$ cat config.mk
export PLATFORM = sky130hd
export DESIGN_NAME = mcart_prg_mapper
export DESIGN_NICKNAME = d
export VERILOG_FILES = /design/src/rtl/mcart_pkg.sv /design/src/rtl/mcart_outer_reg.sv /design/src/rtl/mcart_inner_reg.sv /design/src/rtl/mcart_window_map.sv /design/src/rtl/mcart_prg_mapper.sv
export SDC_FILE = /design/constraint.sdc
export NUM_CORES = 1
export LEC_CHECK = 0
export CAP_MARGIN = 5
export CELL_PAD_IN_SITES_DETAIL_PLACEMENT = 0
export CELL_PAD_IN_SITES_GLOBAL_PLACEMENT = 1
export CORE_MARGIN = 4
export CORE_UTILIZATION = 15
export DETAILED_ROUTE_END_ITERATION = 12
export PLACE_DENSITY_LB_ADDON = 0.3
export SLEW_MARGIN = 20
export SYNTH_ARGS = -nofsm -noshare
export SYNTH_HDL_FRONTEND = slang
export SYNTH_HIERARCHICAL = 1
export SYNTH_SLANG_ARGS = --single-unit
$ cat constraint.sdc
create_clock -name clk -period 1 [get_ports clk]
set_input_delay 0.3 -clock clk [delete_from_list [all_inputs] [get_ports clk]]
set_output_delay 0.3 -clock clk [all_outputs]
set_load 0.02 [all_outputs]
$ cat src/rtl/mcart_pkg.sv
package mcart_pkg;
  localparam int unsigned CPU_AW = 16;
  localparam int unsigned CPU_DW = 8;

  typedef enum logic {
    MIR_VERT = 1'b0,
    MIR_HORZ = 1'b1
  } mirror_e;
endpackage

$ cat src/rtl/mcart_outer_reg.sv
module mcart_outer_reg
  import mcart_pkg::*;
#(
  parameter int unsigned OUTER_W   = 4,
  parameter logic [15:0] DEC_MASK  = 16'hC100,
  parameter logic [15:0] DEC_MATCH = 16'h4100
) (
  input  logic               clk,
  input  logic               rst,
  input  logic               wr_stb,
  input  logic [CPU_AW-1:0]  addr,
  input  logic [OUTER_W:0]   wdata,
  output logic [OUTER_W-1:0] outer_q,
  output mirror_e            mir_q
);
  logic hit;
  assign hit = ((addr & DEC_MASK) == DEC_MATCH);

  always_ff @(posedge clk) begin
    if (rst) begin
      outer_q <= '0;
      mir_q   <= MIR_VERT;
    end else if (wr_stb && hit) begin
      outer_q <= wdata[OUTER_W-1:0];
      mir_q   <= mirror_e'(wdata[OUTER_W]);
    end
  end

  AST_OUTER_LOAD: assert property (@(posedge clk) disable iff (rst)
    (wr_stb && hit) |=> (outer_q == $past(wdata[OUTER_W-1:0])
                         && mir_q == mirror_e'($past(wdata[OUTER_W]))));
  AST_OUTER_HOLD: assert property (@(posedge clk) disable iff (rst)
    !(wr_stb && hit) |=> ($stable(outer_q) && $stable(mir_q)));
  AST_OUTER_RESET: assert property (@(posedge clk) disable iff (rst)
    $past(rst) |-> (outer_q == '0 && mir_q == MIR_VERT));
endmodule

$ cat src/rtl/mcart_inner_reg.sv
module mcart_inner_reg
  import mcart_pkg::*;
#(
  parameter int unsigned INNER_W = 3
) (
  input  logic               clk,
  input  logic               rst,
  input  logic               wr_stb,
  input  logic               rom_space,
  input  logic [INNER_W-1:0] wdata,
  input  logic [INNER_W-1:0] rom_rdata,
  output logic [INNER_W-1:0] inner_q
);
  // Open-collector style contention: both drivers pull the line low
  logic [INNER_W-1:0] eff;
  assign eff = wdata & rom_rdata;

  always_ff @(posedge clk) begin
    if (rst)                        inner_q <= '0;
    else if (wr_stb && rom_space)   inner_q <= eff;
  end

  AST_INNER_HOLD: assert property (@(posedge clk) disable iff (rst)
    !(wr_stb && rom_space) |=> $stable(inner_q));
  AST_INNER_RESET: assert property (@(posedge clk) disable iff (rst)
    $past(rst) |-> (inner_q == '0));
endmodule

$ cat src/rtl/mcart_window_map.sv
module mcart_window_map
  import mcart_pkg::*;
#(
  parameter int unsigned OUTER_W = 4,
  parameter int unsigned INNER_W = 3,
  parameter int unsigned OFS_W   = 14,
  localparam int unsigned PAGE_W = OUTER_W + INNER_W,
  localparam int unsigned PRG_AW = PAGE_W + OFS_W
) (
  input  logic [CPU_AW-1:0]  cpu_addr,
  input  logic               cpu_rw,
  input  logic [OUTER_W-1:0] outer_q,
  input  logic [INNER_W-1:0] inner_q,
  input  mirror_e            mir_q,
  input  logic               ppu_a10,
  input  logic               ppu_a11,
  input  logic               ppu_a13,
  output logic [PRG_AW-1:0]  prg_addr,
  output logic               prg_ce,
  output logic               ciram_a10,
  output logic               chr_ram_ce
);
  logic [INNER_W-1:0] low_sel;
  logic [PAGE_W-1:0]  page;

  // Upper window is forced to the last page of the block
  always_comb begin
    if (cpu_addr[OFS_W]) low_sel = '1;
    else                 low_sel = inner_q;
  end

  assign page       = {outer_q, low_sel};
  assign prg_addr   = {page, cpu_addr[OFS_W-1:0]};
  assign prg_ce     = cpu_rw & cpu_addr[CPU_AW-1];
  assign ciram_a10  = (mir_q == MIR_HORZ) ? ppu_a11 : ppu_a10;
  assign chr_ram_ce = ~ppu_a13;
endmodule

$ cat src/rtl/mcart_prg_mapper.sv
module mcart_prg_mapper
  import mcart_pkg::*;
#(
  parameter int unsigned OUTER_W   = 4,
  parameter int unsigned INNER_W   = 3,
  parameter int unsigned OFS_W     = 14,
  parameter logic [15:0] DEC_MASK  = 16'hC100,
  parameter logic [15:0] DEC_MATCH = 16'h4100,
  localparam int unsigned PAGE_W   = OUTER_W + INNER_W,
  localparam int unsigned PRG_AW   = PAGE_W + OFS_W
) (
  input  logic              clk,
  input  logic              rst,
  input  logic [CPU_AW-1:0] cpu_addr,
  input  logic [CPU_DW-1:0] cpu_wdata,
  input  logic              cpu_rw,
  input  logic              cpu_m2,
  input  logic [CPU_DW-1:0] rom_rdata,
  input  logic              ppu_a10,
  input  logic              ppu_a11,
  input  logic              ppu_a13,
  output logic [PRG_AW-1:0] prg_addr,
  output logic              prg_ce,
  output logic              ciram_a10,
  output logic              chr_ram_ce
);
  logic               wr_stb;
  logic [OUTER_W-1:0] outer_q;
  logic [INNER_W-1:0] inner_q;
  mirror_e            mir_q;

  assign wr_stb = cpu_m2 & ~cpu_rw;

  mcart_outer_reg #(
    .OUTER_W(OUTER_W), .DEC_MASK(DEC_MASK), .DEC_MATCH(DEC_MATCH)
  ) outer_i (
    .clk(clk), .rst(rst), .wr_stb(wr_stb), .addr(cpu_addr),
    .wdata(cpu_wdata[OUTER_W:0]), .outer_q(outer_q), .mir_q(mir_q)
  );

  mcart_inner_reg #(.INNER_W(INNER_W)) inner_i (
    .clk(clk), .rst(rst), .wr_stb(wr_stb), .rom_space(cpu_addr[CPU_AW-1]),
    .wdata(cpu_wdata[INNER_W-1:0]), .rom_rdata(rom_rdata[INNER_W-1:0]),
    .inner_q(inner_q)
  );

  mcart_window_map #(
    .OUTER_W(OUTER_W), .INNER_W(INNER_W), .OFS_W(OFS_W)
  ) map_i (
    .cpu_addr(cpu_addr), .cpu_rw(cpu_rw), .outer_q(outer_q),
    .inner_q(inner_q), .mir_q(mir_q), .ppu_a10(ppu_a10), .ppu_a11(ppu_a11),
    .ppu_a13(ppu_a13), .prg_addr(prg_addr), .prg_ce(prg_ce),
    .ciram_a10(ciram_a10), .chr_ram_ce(chr_ram_ce)
  );

  AST_UPPER_PINNED: assert property (@(posedge clk) disable iff (rst)
    (cpu_addr[OFS_W] == 1'b1) |->
      (prg_addr[PRG_AW-1:OFS_W] == {outer_q, {INNER_W{1'b1}}}));
  AST_INNER_NO_OUTER: assert property (@(posedge clk) disable iff (rst)
    (wr_stb && cpu_addr[CPU_AW-1]) |=> $stable(outer_q));
  AST_LOWER_AFTER_WRITE: assert property (@(posedge clk) disable iff (rst)
    (wr_stb && cpu_addr[CPU_AW-1]) |=>
      (cpu_addr[OFS_W] || prg_addr[OFS_W+INNER_W-1:OFS_W] ==
        ($past(cpu_wdata[INNER_W-1:0]) & $past(rom_rdata[INNER_W-1:0]))));
  AST_NO_CE_ON_WRITE: assert property (@(posedge clk) disable iff (rst)
    !cpu_rw |-> !prg_ce);
  AST_MIRROR_SEL: assert property (@(posedge clk) disable iff (rst)
    (ppu_a10 == ppu_a11) |-> (ciram_a10 == ppu_a10));
  AST_CHR_EN: assert property (@(posedge clk) disable iff (rst)
    ppu_a13 |-> !chr_ram_ce);
endmodule

==> results of run 1 <==
metal layers:
metal | vias up | global-route usage
met5 | - | 0
met4 | 0 | 0.0347
met3 | 0 | 0.0308
met2 | 19 | 0.105
met1 | 199 | 0.0641
li1 | 224 | -
path summary, 6_finish.rpt:
check | end | slack, ps | depth (start not counted)
worst max-delay path | ciram_a10 | -290 | 2
worst max register to register | inner_i/inner_q[2] | 300 | 2
worst min-delay path | inner_i/inner_q[2] | 470 | 4
worst min register to register | outer_i/outer_q[0] | 480 | 2
stage by stage:
step | setup TNS (ps) | util | cells
after floorplan | -111 | - | 59
after global routing | -1070 | 0.260 | 127
after detailed placement | -10590 | 0.235 | 123
final | -843 | 0.260 | 127
after global placement | -10530 | 0.235 | 123
after CTS | -884 | 0.252 | 127
final cells by class:
type	instances	area (um^2)
Fill cell	384	2550
Tap cell	46	57.6
Clock buffer	3	41.3
Timing Repair Buffer	38	382
Inverter	1	3.75
Multi-Input combinational cell	31	243
Sequential cell	8	168
critical path: stages, from the launching register on:
cell,delay (ps)
dfxtp_2,330
mux2_4,300
buf_6,130
power groups by stage:
stage	combinational (uW)	clock, uW	sequential, uW
floorplan	145	0	332
global placement	199	0	333
detailed placement	200	0	333
CTS	198	417	328
global route	221	424	329
finish	206	401	328
synthesized netlist by cell type:
cell type / number / share of area
and4b_1: 1 / 0.018
inv_1: 1 / 0.0068
mux2_4: 1 / 0.027
a21oi_1: 3 / 0.027
nor2b_4: 1 / 0.025
and2_1: 1 / 0.011
buf_4: 18 / 0.25
a21bo_1: 3 / 0.055
dfxtp_1: 8 / 0.29
buf_6: 1 / 0.020
nand2b_1: 10 / 0.11
or2_1: 3 / 0.034
nand4_1: 3 / 0.034
mux2i_1: 5 / 0.091
repair_timing:
item / CTS / global route
endpoints found under the setup margin: 19 / 14
pin swaps: 2 / 1
gates resized for setup: 88 / 10
setup buffers: 1 / 0
cloned: 0 / 0
logic make-up after synthesis:
logic type	Yosys count	share of synthesized area
buffers and inverters	20	0.273
AND/OR/NAND/NOR	19	0.236
flip-flops	8	0.291
AO/OA/AOI/OAI	6	0.0818
multiplexers	6	0.118
state kept, by name, indices dropped and copies added, names as in the netlist:
signal	flops
inner_i/inner_q	3
outer_i/mir_q	1
outer_i/outer_q	4
==> flow_metrics.tcl, run 1 <==
set metrics [dict create \
    outcome "finished with violations" \
    failed_checks "setup timing" \
    grt_antenna_before_repair 0 \
    report.power.total_uw 935 \
    synthesis.nets 98 \
    wl_met2_um 631 \
    dieWidth_um 68.6 \
    wl_per_cell_um 10.8 \
    skew_ps 0 \
    period_needed_ps 1290 \
    p_int_uw 718 \
    dieHeight_um 68.6 \
    gr-total-overflow 0 \
    hold_viol_final 0 \
    path_class "reg2out" \
    postSynthCellCount 59 \
    required_ps 700 \
    clock-sinks 8 \
    min_from "cpu_addr[15]" \
    cp_max_fo 2 \
    worst_ir_drop_vdd_mv 0.249 \
    cts_buffers 3 \
    antenna_left 0 \
    yosysWarnings 6 \
    cp-end-kind "output port" \
    period_share 1.29 \
    rsz0062_at_grt "true" \
    synth.avg_cell_area_um2 9.33 \
    remaining_drc_errors 0 \
    ys_ff_latch 8 \
    wl_um 1370 \
    max_slew_margin 0.927 \
    cts_tree "built" \
    core_um2 3440 \
    switching_power_uw 217 \
    track_usage 0.0630 \
    start_util 0.160 \
    vias 442 \
    p_leak_uw 0.000371 \
    tightestPinTransition_ps 107 \
    placed_area_um2 810 \
    critPathArrivalTime_ps 990 \
    crit_start "outer_i/mir_q" \
    grt_pass1_vias 496 \
    syn_to_final_growth_pct 62.5 \
    whs_ps 469 \
    boundaryPins 63 \
    layout_commonest_cell "buf_6" \
    place_congestion 0.652 \
    initialDrtViolationCount 3 \
    maxCapViolations 0 \
    wl_met1_um 584 \
    setup_viol 4 \
    synth.yosys.seq_area_share 0.291 \
    cts_root_buf "clkbuf_8" \
    fmax_ghz 0.776 \
    via_per_inst 3.48 \
    first_pass_iters 2 \
    pre_cts_slack_ps -850 \
    switching_share 0.232 \
    final_nets 122 \
    fin_area_um2 895 \
    worstSetupStartpointType "flop" \
    layout-drive-gt1-share 0.444 \
    combPwrFrac 0.220 \
    num_rows 21 \
    clock_latency_ps 230 \
    synth_cell_type_count 14 \
    finalWorstSetupSlack_ps -288 \
    p_per_area_nw_per_um2 1050 \
    top_layer "met3" \
    io_buffers 28 \
    antenna_cells 0 \
    drv_slew 0 \
    grt_pass1_wl_um 2100 \
    r2r_start "inner_i/inner_q[2]" \
    hp-class "in2reg" \
    fp.dieArea_um2 4700 \
    grt_max_degree 13 \
    wl_met3_um 150 \
    htree_num_levels 1 \
    cts_buffer_depth 2 \
    postCtsHoldBufs 0 \
    clk_pin_slew_ps 50 \
    most-common-layout-cells "16 x buf_6, 10 x nand2b_1, 9 x clkdlybuf4s50_1" \
    syn_area_um2 551 \
    clkPwrFrac 0.429 \
    seq_power_share 0.351 \
]
(Power assumes the default switching activity.)
==> run 2, diff against run 1 <==
--- a/config.mk
+++ b/config.mk
@@ -12,6 +12,7 @@
 export CORE_UTILIZATION = 15
 export DETAILED_ROUTE_END_ITERATION = 12
 export PLACE_DENSITY_LB_ADDON = 0.3
+export SKIP_LAST_GASP = 1
 export SLEW_MARGIN = 20
 export SYNTH_ARGS = -nofsm -noshare
 export SYNTH_HDL_FRONTEND = slang
==> run 2 against run 1 <==
The run still ends with setup timing left. Worst hold slack better by 14 ps. Worst setup slack stayed put. Sequential share of layout area is 0.061 points lower. First-iteration DRC count stayed put. Critical endpoint unchanged. Largest cell class unchanged.
==> flow_metrics.tcl, run 2 (same netlist as run 1, synthesis figures left out) <==
set metrics [dict create \
    outcome "finished with violations" \
    failed_checks "setup timing" \
    clock_latency_ps 230 \
    p_leak_uw 0.000370 \
    final_util 0.259 \
    final_nets 122 \
    layout_commonest_cell "buf_6" \
    worstSetupStartpointType "flop" \
    track_usage 0.0630 \
    cp-end-kind "output port" \
    first_pass_iters 2 \
    antenna_cells 0 \
    largest_register "outer_i/outer_q" \
    multi_input_area_um2 243 \
    syn_to_final_growth_pct 61.8 \
    setup_viol 4 \
    required_ps 700 \
    switching_power_uw 217 \
    wl_um 1360 \
    boundaryPins 63 \
    num_rows 21 \
    dieHeight_um 68.6 \
    path_class "reg2out" \
    largest_reg_flops 4 \
    via_per_inst 3.48 \
    layout-drive-gt1-share 0.432 \
    seqCellArea_um2 166 \
    tightestPinTransition_ps 107 \
    fin_area_um2 891 \
    remaining_drc_errors 0 \
    worst_ir_drop_vdd_mv 0.248 \
    most-common-layout-cells "16 x buf_6, 10 x nand2b_1, 9 x clkdlybuf4s50_1" \
    clock-sinks 8 \
    top_regs "outer_i/outer_q x4, inner_i/inner_q x3, outer_i/mir_q x1" \
    p_per_area_nw_per_um2 1050 \
    grt_antenna_before_repair 0 \
    period_share 1.29 \
    dp.cells 123 \
    combPwrFrac 0.219 \
    fmax_ghz 0.776 \
    max_stage_delay_ps 330 \
    path_cells "mux2_4 -> buf_6" \
    hold_viol_final 0 \
    initialDrtViolationCount 3 \
    cts_buffer_depth 2 \
    hp-class "in2reg" \
    core_um2 3440 \
    drv_slew 0 \
    grt_pass1_vias 496 \
    grt_max_degree 13 \
    antenna_left 0 \
    seq_power_share 0.352 \
    period_needed_ps 1290 \
    nFillCells 386 \
    cts_buffers 3 \
    cts_tree "built" \
    grt_pass1_wl_um 2100 \
    critPathArrivalTime_ps 990 \
    tns_ps -838 \
    dieWidth_um 68.6 \
    htree_num_levels 1 \
    clk_pin_slew_ps 50 \
    pre_cts_slack_ps -850 \
    vias 442 \
    cp_max_fo 2 \
    start_util 0.160 \
    io_buffers 28 \
    p_int_uw 717 \
    fp.dieArea_um2 4700 \
    place_congestion 0.652 \
    max_slew_margin 0.927 \
    layout.cells.non_filler 127 \
    placed_area_um2 810 \
    slowest_stage "dfxtp_2" \
    gr-total-overflow 0 \
    clkPwrFrac 0.429 \
    finalWorstSetupSlack_ps -288 \
    maxCapViolations 0 \
    skew_ps 0 \
    wl_per_cell_um 10.7 \
    switching_share 0.232 \
    postCtsHoldBufs 0 \
    rsz0062_at_grt "true" \
    cts_root_buf "clkbuf_8" \
]
-- run 2: cell counts in the layout (fill, tap and decap cells not counted) --
Identical to the previous run, type by type.
-- run 2: worst max-delay path, delay by kind of cell (launching register included) --
kind     cells  cell delay, ps
buf+inv      1             130
mux          1             300
flops        1             330
-- run 2: worst paths after layout --
check             cells after the start                  to                from  slack, ps
hold reg to reg                       2  outer_i/outer_q[0]  outer_i/outer_q[0]        480
setup reg to reg                      2  inner_i/inner_q[2]  inner_i/inner_q[2]        290
hold / removal                        4  inner_i/inner_q[0]        cpu_addr[15]        480
setup / recovery                      2           ciram_a10       outer_i/mir_q       -290
-- run 2: timing repair --
| item | CTS | global route |
|---|---|---|
| setup buffers | 1 | 0 |
| endpoints found under the setup margin | 19 | 14 |
| gates cloned | 0 | 0 |
| resized for setup | 88 | 8 |
| pin swaps | 2 | 1 |
-- run 2: stage by stage --
| step | total power [uW] | hold WS, ps |
|---|---|---|
| global placement | 533 | 465 |
| floorplan | 477 | 369 |
| detailed placement | 533 | 472 |
| global route | 971 | 499 |
| finish | 934 | 483 |
| CTS | 942 | 483 |
-- run 2: final cells by class --
type,instances,share of cell area
repair buffers,38,0.426
well taps,46,0.0646
multi-input cells,31,0.272
inverters,1,0.00421
clock buffers,3,0.0463
flip-flops and latches,8,0.187
-- run 2: per-layer routing --
metal,GRT usage,vias to the layer above,part of all wire,routed length [um]
li1,-,224,-,-
met1,0.0641,199,0.43,583
met2,0.105,19,0.46,631
met3,0.0308,0,0.11,150
met4,0.0347,0,0,0
met5,0,-,0,0
-- run 2: power groups by stage --
stage | logic (uW) | clock network (uW) | registers, uW
after floorplan | 145 | 0 | 332
after detailed placement | 200 | 0 | 333
final | 205 | 401 | 328
after global routing | 219 | 423 | 329
after CTS | 198 | 417 | 328
after global placement | 199 | 0 | 333
==> run 3, diff against run 2 <==
--- a/config.mk
+++ b/config.mk
@@ -9,7 +9,8 @@
 export CELL_PAD_IN_SITES_DETAIL_PLACEMENT = 0
 export CELL_PAD_IN_SITES_GLOBAL_PLACEMENT = 1
 export CORE_MARGIN = 4
-export CORE_UTILIZATION = 15
+export CORE_UTILIZATION = 16
+export CTS_BUF_LIST = sky130_fd_sc_hd__clkbuf_2
 export DETAILED_ROUTE_END_ITERATION = 12
 export PLACE_DENSITY_LB_ADDON = 0.3
 export SKIP_LAST_GASP = 1
==> run 3 against run 2 <==
The flow still finishes with violations (setup timing). Sequential power about the same. Cell area decreased by 5.3%. Critical path depth unchanged. Power decreased by 24%. Register-to-register slack about the same. Fmax decreased by 0.45%. Core utilization decreased by 0.61 points. Largest cell class unchanged. Die area decreased by 5.5%. Combinational power decreased by 4%.
==> flow_metrics.tcl, run 3 (same netlist as run 1, synthesis figures left out) <==
set metrics [dict create \
    whs_ps 466 \
    track_usage 0.0651 \
    wl_per_cell_um 10.9 \
    largest_reg_flops 4 \
    htree_num_levels 1 \
    clock_latency_ps 230 \
    hp-class "in2reg" \
    period_share 1.29 \
    layout_commonest_cell "buf_6" \
    grt_antenna_before_repair 0 \
    drv_slew 0 \
    layout.cells.non_filler 126 \
    fp.dieArea_um2 4440 \
    critPathArrivalTime_ps 990 \
    fmax_ghz 0.773 \
    remaining_drc_errors 0 \
    start_util 0.165 \
    worstSetupStartpointType "flop" \
    maxCapViolations 0 \
    largest_register "outer_i/outer_q" \
    hold_viol_final 0 \
    num_rows 21 \
    antenna_left 0 \
    grt_pass1_wl_um 2110 \
    wl_um 1380 \
    setup_viol 4 \
    period_needed_ps 1290 \
    crit_family "flip-flops" \
    core_um2 3340 \
    most-common-layout-cells "15 x buf_6, 10 x nand2b_1, 8 x dfxtp_2, 8 x clkdlybuf4s50_1, 6 x buf_4" \
    vias 432 \
    skew_ps 0 \
    clk_pin_slew_ps 80 \
    p_leak_uw 0.000356 \
    slowest_stage "dfxtp_2" \
    path_cells "mux2_4 -> buf_6" \
    cts_root_buf "clkbuf_2" \
    failed_checks "setup timing" \
    postCtsHoldBufs 0 \
    cp_max_fo 2 \
    gr-total-overflow 0 \
    io_buffers 28 \
    path_class "reg2out" \
    dieWidth_um 66.7 \
    final_nets 121 \
    boundaryPins 63 \
    via_per_inst 3.43 \
    outcome "finished with violations" \
    clock-sinks 8 \
    dieHeight_um 66.7 \
    tightestPinTransition_ps 300 \
    cts_buffers 3 \
    finalWorstSetupSlack_ps -294 \
    nFillCells 374 \
    grt_pass1_vias 469 \
    grt_max_degree 12 \
    worst_ir_drop_vdd_mv 0.393 \
    cts_tree "built" \
    path_buf_inv 1 \
    rsz0062_at_grt "true" \
    min_from "cpu_addr[15]" \
    antenna_cells 0 \
    crit_start "outer_i/mir_q" \
    first_pass_iters 2 \
    initialDrtViolationCount 13 \
    syn_to_final_growth_pct 53.2 \
    r2r_start "inner_i/inner_q[1]" \
    dp.cells 122 \
    place_congestion 0.614 \
    cts_buffer_depth 2 \
    p_per_area_nw_per_um2 846 \
    max_stage_delay_ps 340 \
    top_regs "outer_i/outer_q x4, inner_i/inner_q x3, outer_i/mir_q x1" \
    max_slew_margin 0.800 \
    required_ps 700 \
    cp-end-kind "output port" \
    place_hpwl_um 1040 \
    tns_ps -985 \
    layout-drive-gt1-share 0.475 \
]
-- run 3: stage by stage --
step / setup slack (ps) / util / area, um^2 / power [uW]
after floorplan: -22.1 / - / 551 / 477
after detailed placement: -817 / 0.240 / 802 / 531
after CTS: -328 / 0.249 / 830 / 729
after global placement: -809 / 0.240 / 802 / 532
after global routing: -354 / 0.253 / 843 / 765
final: -294 / 0.253 / 843 / 713
-- run 3: what timing repair did --
| item | in CTS | in global routing |
|---|---|---|
| gates resized for setup | 88 | 11 |
| setup endpoints to repair | 19 | 13 |
| pin swaps | 2 | 1 |
| endpoints found under the hold margin | 0 | 0 |
| buffers inserted | 1 | 0 |
-- run 3: path summary, 6_finish.rpt --
check | to | slack [ps] | cells after the start
min | inner_i/inner_q[0] | 470 | 4
max | ciram_a10 | -290 | 2
min reg2reg | outer_i/outer_q[0] | 480 | 2
max reg2reg | inner_i/inner_q[1] | 290 | 2
-- run 3: worst reg2reg max path, cell delays in order, from the launching register on --
cell and delay [ps]:
dfxtp_2 340, a21bo_1 190, a21oi_1 110
-- run 3: where the power goes --
group	switching, uW	total, uW	internal, uW
combinational	74.2	197	123
clock	107	189	81.9
sequential	3.06	327	324
total	184	713	529
-- run 3: layer usage --
layer / share of wire / wire, um / vias up / track usage
met5: 0 / 0 / - / 0
met4: 0.010 / 14 / 0 / 0.0305
met3: 0.097 / 133 / 4 / 0.0405
met2: 0.46 / 630 / 21 / 0.0990
met1: 0.43 / 597 / 185 / 0.0706
li1: - / - / 222 / -
-- run 3: final cells by class --
cell class / count / area [um^2] / area share
inverters: 1 / 3.75 / 0.00445
clock buffers: 3 / 15.0 / 0.0178
repair buffers: 37 / 354 / 0.420
well taps: 46 / 57.6 / 0.0682
flip-flops and latches: 8 / 170 / 0.202
multi-input cells: 31 / 243 / 0.288
